===== config.mk =====
export PLATFORM = sky130hd
export DESIGN_NAME = async_sram_ctrl
export DESIGN_NICKNAME = d
export VERILOG_FILES = /design/src/rtl/sram_ctrl_pkg.sv /design/src/rtl/sram_phase_timer.sv /design/src/rtl/sram_data_path.sv /design/src/rtl/sram_seq_fsm.sv /design/src/rtl/async_sram_ctrl.sv
export SDC_FILE = /design/constraint.sdc
export NUM_CORES = 1
export LEC_CHECK = 0
export ABC_AREA = 1
export CORE_MARGIN = 4
export CORE_UTILIZATION = 40
export DETAILED_ROUTE_END_ITERATION = 6
export PLACE_DENSITY = 0.69
export SETUP_SLACK_MARGIN = 0.4
export SLEW_MARGIN = 30
export SYNTH_ARGS = -nofsm -noshare
export SYNTH_HDL_FRONTEND = slang
export SYNTH_SLANG_ARGS = --single-unit
export TNS_END_PERCENT = 100

===== constraint.sdc =====
create_clock -name clk -period 2.6 [get_ports clk]
set_input_delay 0.26 -clock clk [delete_from_list [all_inputs] [get_ports clk]]
set_output_delay 0.26 -clock clk [all_outputs]
set_load 0.01 [all_outputs]

===== src/rtl/sram_ctrl_pkg.sv =====
package sram_ctrl_pkg;

    typedef enum logic [2:0] {
        ST_IDLE,
        ST_RD_ACCESS,
        ST_WR_TURN,
        ST_WR_DRIVE,
        ST_WR_RECOVER,
        ST_RET_SLEEP,
        ST_RET_WAKE
    } seq_state_t;

    // Cycles for a minimum window: rounded-up quotient plus one margin cycle
    function automatic int ns_to_cycles(input int ns, input int clk_ns);
        return (ns + clk_ns - 1) / clk_ns + 1;
    endfunction

    function automatic int imax(input int a, input int b);
        return (a > b) ? a : b;
    endfunction

endpackage


===== src/rtl/sram_phase_timer.sv =====
module sram_phase_timer #(
    parameter int CW = 5
) (
    input  logic          clk,
    input  logic          rst_n,
    input  logic          load,
    input  logic [CW-1:0] load_val,
    output logic          done
);

    logic [CW-1:0] cnt_q;

    always_ff @(posedge clk or negedge rst_n) begin
        if (!rst_n) begin
            cnt_q <= '0;
        end else if (load) begin
            cnt_q <= load_val;
        end else if (cnt_q != '0) begin
            cnt_q <= cnt_q - 1'b1;
        end
    end

    assign done = (cnt_q == '0);

endmodule


===== src/rtl/sram_data_path.sv =====
module sram_data_path #(
    parameter int AW = 18,
    parameter int DW = 8
) (
    input  logic          clk,
    input  logic          rst_n,
    input  logic          accept,
    input  logic          rd_capture,
    input  logic [AW-1:0] host_addr,
    input  logic [DW-1:0] host_wdata,
    input  logic [DW-1:0] ram_dq_in,
    output logic [AW-1:0] ram_addr,
    output logic [DW-1:0] ram_dq_out,
    output logic [DW-1:0] host_rdata
);

    logic [AW-1:0] addr_q;
    logic [DW-1:0] wdata_q;
    logic [DW-1:0] rdata_q;

    // Address and write byte stay frozen for the whole access
    always_ff @(posedge clk or negedge rst_n) begin
        if (!rst_n) begin
            addr_q  <= '0;
            wdata_q <= '0;
        end else if (accept) begin
            addr_q  <= host_addr;
            wdata_q <= host_wdata;
        end
    end

    always_ff @(posedge clk or negedge rst_n) begin
        if (!rst_n) begin
            rdata_q <= '0;
        end else if (rd_capture) begin
            rdata_q <= ram_dq_in;
        end
    end

    assign ram_addr   = addr_q;
    assign ram_dq_out = wdata_q;
    assign host_rdata = rdata_q;

endmodule


===== src/rtl/sram_seq_fsm.sv =====
module sram_seq_fsm
    import sram_ctrl_pkg::*;
#(
    parameter int CW       = 5,
    parameter int RD_CYC   = 15,
    parameter int TURN_CYC = 8,
    parameter int DRV_CYC  = 11,
    parameter int REC_CYC  = 1,
    parameter int WAKE_CYC = 15
) (
    input  logic          clk,
    input  logic          rst_n,
    input  logic          host_req,
    input  logic          host_write,
    input  logic          lowpwr_req,
    input  logic          tmr_done,
    output logic          tmr_load,
    output logic [CW-1:0] tmr_val,
    output logic          accept,
    output logic          rd_capture,
    output logic          host_ready,
    output logic          host_ack,
    output logic          cs_n,
    output logic          oe_n,
    output logic          we_n,
    output logic          dq_oe
);

    localparam logic [CW-1:0] RD_LD   = CW'(RD_CYC - 1);
    localparam logic [CW-1:0] TURN_LD = CW'(TURN_CYC - 1);
    localparam logic [CW-1:0] DRV_LD  = CW'(DRV_CYC - 1);
    localparam logic [CW-1:0] REC_LD  = CW'(REC_CYC - 1);
    localparam logic [CW-1:0] WAKE_LD = CW'(WAKE_CYC - 1);

    seq_state_t state_q, state_d;
    logic       finish;

    always_comb begin
        state_d    = state_q;
        tmr_load   = 1'b0;
        tmr_val    = '0;
        accept     = 1'b0;
        rd_capture = 1'b0;
        finish     = 1'b0;
        unique case (state_q)
            ST_IDLE: begin
                if (lowpwr_req) begin
                    state_d = ST_RET_SLEEP;
                end else if (host_req) begin
                    accept   = 1'b1;
                    tmr_load = 1'b1;
                    if (host_write) begin
                        state_d = ST_WR_TURN;
                        tmr_val = TURN_LD;
                    end else begin
                        state_d = ST_RD_ACCESS;
                        tmr_val = RD_LD;
                    end
                end
            end
            ST_RD_ACCESS: begin
                if (tmr_done) begin
                    rd_capture = 1'b1;
                    finish     = 1'b1;
                    state_d    = ST_IDLE;
                end
            end
            ST_WR_TURN: begin
                if (tmr_done) begin
                    state_d  = ST_WR_DRIVE;
                    tmr_load = 1'b1;
                    tmr_val  = DRV_LD;
                end
            end
            ST_WR_DRIVE: begin
                if (tmr_done) begin
                    state_d  = ST_WR_RECOVER;
                    tmr_load = 1'b1;
                    tmr_val  = REC_LD;
                end
            end
            ST_WR_RECOVER: begin
                if (tmr_done) begin
                    finish  = 1'b1;
                    state_d = ST_IDLE;
                end
            end
            ST_RET_SLEEP: begin
                if (!lowpwr_req) begin
                    state_d  = ST_RET_WAKE;
                    tmr_load = 1'b1;
                    tmr_val  = WAKE_LD;
                end
            end
            ST_RET_WAKE: begin
                if (tmr_done) begin
                    state_d = ST_IDLE;
                end
            end
            default: begin
                state_d = ST_IDLE;
            end
        endcase
    end

    always_ff @(posedge clk or negedge rst_n) begin
        if (!rst_n) begin
            state_q <= ST_IDLE;
        end else begin
            state_q <= state_d;
        end
    end

    // Strobes are registered from the next state, so the pins carry no decode glitches
    always_ff @(posedge clk or negedge rst_n) begin
        if (!rst_n) begin
            cs_n     <= 1'b1;
            oe_n     <= 1'b1;
            we_n     <= 1'b1;
            dq_oe    <= 1'b0;
            host_ack <= 1'b0;
        end else begin
            cs_n     <= !(state_d == ST_RD_ACCESS || state_d == ST_WR_TURN ||
                          state_d == ST_WR_DRIVE);
            oe_n     <= !(state_d == ST_RD_ACCESS);
            we_n     <= !(state_d == ST_WR_TURN || state_d == ST_WR_DRIVE);
            dq_oe    <= (state_d == ST_WR_DRIVE);
            host_ack <= finish;
        end
    end

    assign host_ready = (state_q == ST_IDLE);

endmodule


===== src/rtl/async_sram_ctrl.sv =====
module async_sram_ctrl
    import sram_ctrl_pkg::*;
#(
    parameter int CLK_NS     = 4,
    parameter bit SLOW_GRADE = 1'b0,
    parameter int AW         = 18,
    parameter int DW         = 8
) (
    input  logic          clk,
    input  logic          rst_n,
    input  logic          host_req,
    input  logic          host_write,
    input  logic [AW-1:0] host_addr,
    input  logic [DW-1:0] host_wdata,
    input  logic          lowpwr_req,
    output logic          host_ready,
    output logic          host_ack,
    output logic [DW-1:0] host_rdata,
    output logic [AW-1:0] ram_addr,
    output logic          ram_cs_n,
    output logic          ram_oe_n,
    output logic          ram_we_n,
    output logic [DW-1:0] ram_dq_out,
    output logic          ram_dq_oe,
    input  logic [DW-1:0] ram_dq_in
);

    // Nanosecond minimums of the selected speed grade
    localparam int T_ACC_NS = SLOW_GRADE ? 70 : 55;
    localparam int T_RC_NS  = SLOW_GRADE ? 70 : 55;
    localparam int T_WC_NS  = SLOW_GRADE ? 70 : 55;
    localparam int T_WP_NS  = SLOW_GRADE ? 55 : 45;
    localparam int T_AW_NS  = SLOW_GRADE ? 60 : 45;
    localparam int T_DS_NS  = 40;
    localparam int T_REL_NS = SLOW_GRADE ? 30 : 25;

    localparam int RD_CYC   = imax(ns_to_cycles(T_ACC_NS, CLK_NS),
                                   ns_to_cycles(T_RC_NS, CLK_NS));
    localparam int TURN_CYC = ns_to_cycles(T_REL_NS, CLK_NS);
    localparam int PULSE_MIN = imax(ns_to_cycles(T_WP_NS, CLK_NS),
                                    ns_to_cycles(T_AW_NS, CLK_NS));
    localparam int DRV_CYC  = imax(ns_to_cycles(T_DS_NS, CLK_NS),
                                   PULSE_MIN - TURN_CYC);
    localparam int REC_CYC  = imax(1, ns_to_cycles(T_WC_NS, CLK_NS) - TURN_CYC - DRV_CYC);
    localparam int WAKE_CYC = ns_to_cycles(T_RC_NS, CLK_NS);
    localparam int MAX_CYC  = imax(imax(RD_CYC, WAKE_CYC),
                                   imax(imax(TURN_CYC, DRV_CYC), REC_CYC));
    localparam int CW       = $clog2(MAX_CYC + 1);

    logic          tmr_load;
    logic [CW-1:0] tmr_val;
    logic          tmr_done;
    logic          accept;
    logic          rd_capture;

    sram_seq_fsm #(
        .CW       (CW),
        .RD_CYC   (RD_CYC),
        .TURN_CYC (TURN_CYC),
        .DRV_CYC  (DRV_CYC),
        .REC_CYC  (REC_CYC),
        .WAKE_CYC (WAKE_CYC)
    ) u_fsm (
        .clk        (clk),
        .rst_n      (rst_n),
        .host_req   (host_req),
        .host_write (host_write),
        .lowpwr_req (lowpwr_req),
        .tmr_done   (tmr_done),
        .tmr_load   (tmr_load),
        .tmr_val    (tmr_val),
        .accept     (accept),
        .rd_capture (rd_capture),
        .host_ready (host_ready),
        .host_ack   (host_ack),
        .cs_n       (ram_cs_n),
        .oe_n       (ram_oe_n),
        .we_n       (ram_we_n),
        .dq_oe      (ram_dq_oe)
    );

    sram_phase_timer #(
        .CW (CW)
    ) u_timer (
        .clk      (clk),
        .rst_n    (rst_n),
        .load     (tmr_load),
        .load_val (tmr_val),
        .done     (tmr_done)
    );

    sram_data_path #(
        .AW (AW),
        .DW (DW)
    ) u_data (
        .clk        (clk),
        .rst_n      (rst_n),
        .accept     (accept),
        .rd_capture (rd_capture),
        .host_addr  (host_addr),
        .host_wdata (host_wdata),
        .ram_dq_in  (ram_dq_in),
        .ram_addr   (ram_addr),
        .ram_dq_out (ram_dq_out),
        .host_rdata (host_rdata)
    );

endmodule


==> results of run 1 <==
## per-layer routing
layer  share of wire, %  vias up  GRT usage (%)
li1                   -      905              -
met1                 43      829           18.5
met2                 47       59           25.1
met3                9.5        2           5.65
met4               0.37        0           4.56
met5                  0        -              0
## synth_stat cells, drive strengths merged
master | instances | share of area (%)
buf | 7 | 3.1
dfrtp | 43 | 50
nand3b | 1 | 0.35
ha | 1 | 0.58
a21oi | 2 | 0.47
inv | 21 | 3.9
nor3 | 1 | 0.23
dfstp | 3 | 3.7
nand2 | 114 | 21
clkinv | 1 | 0.23
nor2 | 18 | 5.5
nand3 | 11 | 2.8
xor2 | 2 | 0.82
nand4 | 5 | 2.9
o21ai | 12 | 4.2
## layout make-up
type / count / area share [%]
inverters: 22 / 2.88
repair buffers: 79 / 25.5
multi-input cells: 167 / 26.9
well taps: 70 / 2.84
clock buffers: 5 / 2.23
flip-flops and latches: 46 / 37.4
clock inverters: 3 / 2.23
## sequential cells by signal, summed over array words and instances (netlist names)
name               count
u_fsm.dq_oe            1
u_data.host_rdata      8
u_fsm.we_n             1
u_data.ram_addr       18
u_fsm.state_q          3
u_fsm.oe_n             1
u_fsm.cs_n             1
u_data.ram_dq_out      8
u_fsm.host_ack         1
u_timer.cnt_q          4
## worst min path at each step
stage | start | end | slack (ns)
global placement | u_data.ram_addr[3] | u_data.ram_addr[3] | 0.45
global route | u_data.ram_dq_out[4] | u_data.ram_dq_out[4] | 0.49
finish | u_data.ram_addr[1] | u_data.ram_addr[1] | 0.48
detailed placement | rst_n | u_data.ram_dq_out[7] | 0.30
CTS | u_data.ram_addr[11] | u_data.ram_addr[11] | 0.48
floorplan | rst_n | u_data.host_rdata[0] | -0.04
## metrics by stage
step           util [%]  instance area, sq um  hold slack [ns]  std cells
5_1_grt            60.1                  3090            0.493        392
6_report           60.1                  3090            0.475        392
3_3_place_gp       57.2                  2940            0.454        383
2_1_floorplan         -                  2140          -0.0356        242
4_1_cts            60.1                  3090            0.481        392
3_5_place_dp       57.2                  2940            0.300        383
## repair_timing
| action | 4_1_cts | 5_1_grt |
|---|---|---|
| endpoints found under the hold margin | 43 | 0 |
| gates resized for setup | 0 | 0 |
| hold buffers | 1 | 0 |
| buffers inserted | 0 | 0 |
## logic make-up (layout without fill, tap and decap cells)
group | count (synthesis) | in the layout | share of synthesized area [%]
xor+xnor | 2 | 2 | 0.818
flops | 46 | 46 | 53.9
buf+inv | 29 | 109 | 7.24
fa+ha+maj | 1 | 1 | 0.584
simple gates | 150 | 150 | 32.8
compound gates | 14 | 14 | 4.67
## power breakdown
group          switching (uW)  internal [uW]  total [uW]
clock                     238            385         623
sequential                237           1060        1300
combinational             816            842        1660
## tightest hold or removal path, stage by stage (launching register included)
cell and delay, ns:
dfrtp_1 0.35, nand2_1 0.05, nand2_1 0.05
==> reports/metrics.yaml, run 1 <==
synth_cell_types: 26
fin_crit_sh_pct: 77.6
mostFrequentLayoutCells: "nand2_1 (109), clkdlybuf4s50_1 (77), dfrtp_1 (43), inv_1 (18), nor2_1 (11)"
whs_path_depth: 2
drt_iter0_markers: 122
total_power_uw: 3580
die-area_sq_um: 6590
r2r-end: "u_timer.cnt_q[3]"
crit_buf_inv: 2
syn_inst: 242
routed_via_density: 4.58
core_area_sq_um: 5140
vias: 1795
synth_area_sq_um: 2140
cp_slowest_cell: "clkdlybuf4s50_1"
grt_pass1_wl_um: 7770
cp-startpoint: "u_fsm.state_q[2]"
outcome: "complete, no violations"
synth-seq-area-share_pct: 53.9
initial_utilization_pct: 41.7
hpwl_um: 3520
overflow: 0
cp_max_fo: 9
ys_warn_count: 0
cpLargestDelayFamily: "buffers and inverters"
fin_skew_ns: 0.00789
antenna_found_initial: 0
dpl_worst_slack_ns: 0.762
max_slew_margin_pct: 61.3
cpPeakStageDelay_ns: 0.56
synth_nets: 282
drtPass1Iterations: 4
drc: 0
setup_ws_ns: 0.582
fin_tns_setup_ns: 0
max_cap_violations: 0
drive_gt1_share_pct: 12.1
htree_levels: 2
path_clk_slew_ns: 0.09
wirelength_um: 4820
clock_sinks: 46
die-width_um: 81.2
cp.depth: 4
regArea_sq_um: 1150
fp-row-count: 26
finalWorstPathRequiredPeriod_ns: 2.02
diodes: 0
cts_buffers: 5
io_buffers: 78
finalMaxSlewViolations: 0
synth_area_per_cell_sq_um: 8.85
crit_arrival_ns: 1.76
r2r_setup_slack_ns: 1.01
rr_startpoint: "u_fsm.state_q[0]"
ff2ff_path_depth: 5
cts_buffer_depth: 2
critical_path_class: "reg2out"
cts-root-buf: "clkbuf_8"
nets: 361
multi_input_area_sq_um: 832
crit_end: "host_ready"
grt_pass1_vias: 1788
die_h_um: 81.2
powerDensity_nw_per_um2: 1160
cp-start-kind: "flip-flop"
grt_max_degree: 47
min_path_type: "reg2reg"
ios: 79
wl_per_cell_um: 12.3
hold_viol_final: 0
required_ns: 2.34
gp_congestion: 0.800
max_freq_mhz: 496
p_leak_uw: 0.00154
tightest_slew_ns: 0.580
ant_nets: 0
worstSetupEndpointType: "output pin"
nFillCells: 473
setup-violations-final: 0
final_common_cell: "nand2_1"
track_usage_pct: 15.2
path_cells: "inv_4 -> nand2_2 -> nor2_2 -> clkdlybuf4s50_1"
synth_seq_cells: 46
cts_tree: "built"
rsz0062_at_grt: "false"
syn_to_final_growth_pct: 44.2
clk_latency_ns: 0.29
max-vdd-ir-drop_mv: 0.506
Note: power is estimated with default switching activity, not from simulation.
==> run 2, diff against run 1 <==
clock period = 2.02 ns   (was 2.6 ns; I/O delays follow)
==> reports/metrics.yaml, run 2 (synthesized netlist as in run 1, its figures left out) <==
grt_pass1_wl_um: 7830
gp_congestion: 0.826
hold_slack_ns: 0.434
path_cells: "clkdlybuf4s50_1"
die-area_sq_um: 6590
diodes: 0
required_ns: 1.82
vias: 1802
final_common_cell: "nand2_1"
max-vdd-ir-drop_mv: 0.834
fin_tns_setup_ns: 0
cts_buffers: 5
wirelength_um: 4730
initial_utilization_pct: 41.7
mostFrequentLayoutCells: "nand2_1 (109), clkdlybuf4s50_1 (76), dfrtp_1 (42), inv_1 (18), nor2_1 (11)"
min_path_type: "in2reg"
setup-violations-final: 0
clk_latency_ns: 0.29
track_usage_pct: 15.6
powerDensity_nw_per_um2: 1440
regArea_sq_um: 1160
max_slew_margin_pct: 60.7
die_h_um: 81.2
io_buffers: 78
cts_tree: "built"
max_cap_violations: 0
antenna_found_initial: 0
cp_slowest_cell: "clkdlybuf4s50_1"
finalWorstPathRequiredPeriod_ns: 1.56
core_area_sq_um: 5140
wl_per_cell_um: 11.9
worstSetupEndpointType: "output pin"
outcome: "complete, no violations"
finalMaxSlewViolations: 0
nFillCells: 483
routed_via_density: 4.54
cpLargestDelayFamily: "buffers and inverters"
largest_reg_flops: 18
drc: 0
rsz0062_at_grt: "false"
hold_viol_final: 0
drt_iter0_markers: 97
cts_buffer_depth: 2
grt_max_degree: 29
overflow: 0
cpPeakStageDelay_ns: 0.55
path_clk_slew_ns: 0.08
critical_path_class: "reg2out"
drive_gt1_share_pct: 13.8
crit_arrival_ns: 1.36
multi_input_area_sq_um: 832
fin_skew_ns: 0.00467
cts-root-buf: "clkbuf_8"
cp_max_fo: 1
final_util_pct: 60.7
nets: 366
clock_sinks: 46
p_leak_uw: 0.00157
ios: 79
crit_buf_inv: 1
ant_nets: 0
max_freq_mhz: 640
htree_levels: 2
syn_to_final_growth_pct: 45.7
die-width_um: 81.2
tightest_slew_ns: 0.590
hpwl_um: 3600
drtPass1Iterations: 4
fin_crit_sh_pct: 77.3
grt_pass1_vias: 1682
cp-start-kind: "flip-flop"
fp-row-count: 26
run 2: through the flow:
step | worst slack (ns) | std cells | power (uW) | cell area (sq um)
after floorplan | 0.653 | 242 | 2870 | 2140
after CTS | 0.441 | 396 | 4560 | 3100
after global placement | 0.366 | 386 | 3830 | 2970
after global routing | 0.411 | 397 | 4890 | 3120
final | 0.459 | 397 | 4510 | 3120
after detailed placement | 0.331 | 386 | 3870 | 2970
run 2: path summary, 6_finish.rpt:
path / startpoint / to / cells past startpoint / slack (ns)
setup / recovery: u_fsm.we_n / ram_we_n / 1 / 0.46
hold / removal: host_addr[5] / u_data.ram_addr[5] / 3 / 0.43
setup reg to reg: u_timer.cnt_q[1] / u_timer.cnt_q[3] / 8 / 0.54
hold reg to reg: u_data.ram_addr[0] / u_data.ram_addr[0] / 2 / 0.47
max in group asynchronous: rst_n / u_fsm.oe_n / 3 / 0.98
min in group asynchronous: rst_n / u_data.ram_dq_out[1] / 2 / 0.44
run 2: layout make-up:
class,count,share of cell area (%)
Multi-Input combinational cell,167,26.7
Inverter,22,2.85
Sequential cell,46,37.0
Clock buffer,5,2.21
Tap cell,70,2.81
Timing Repair Buffer,84,27.1
Clock inverter,3,1.28
run 2: timing repair:
item | in CTS | in global routing
gates resized for setup | 2 | 0
setup buffers | 1 | 1
hold buffers | 1 | 0
endpoints found under the hold margin | 23 | 0
setup endpoints to repair | 1 | 9
run 2: report_power, final:
part           switching (uW)  total (uW)  internal (uW)
Combinational            1120        2240           1120
Clock                     296         660            364
Sequential                241        1610           1370
run 2: layer usage:
metal	global-route usage [%]	routed length, um
met1	19.9	2080
met2	25.0	2140
met3	5.32	469
met4	4.56	44
met5	0	0
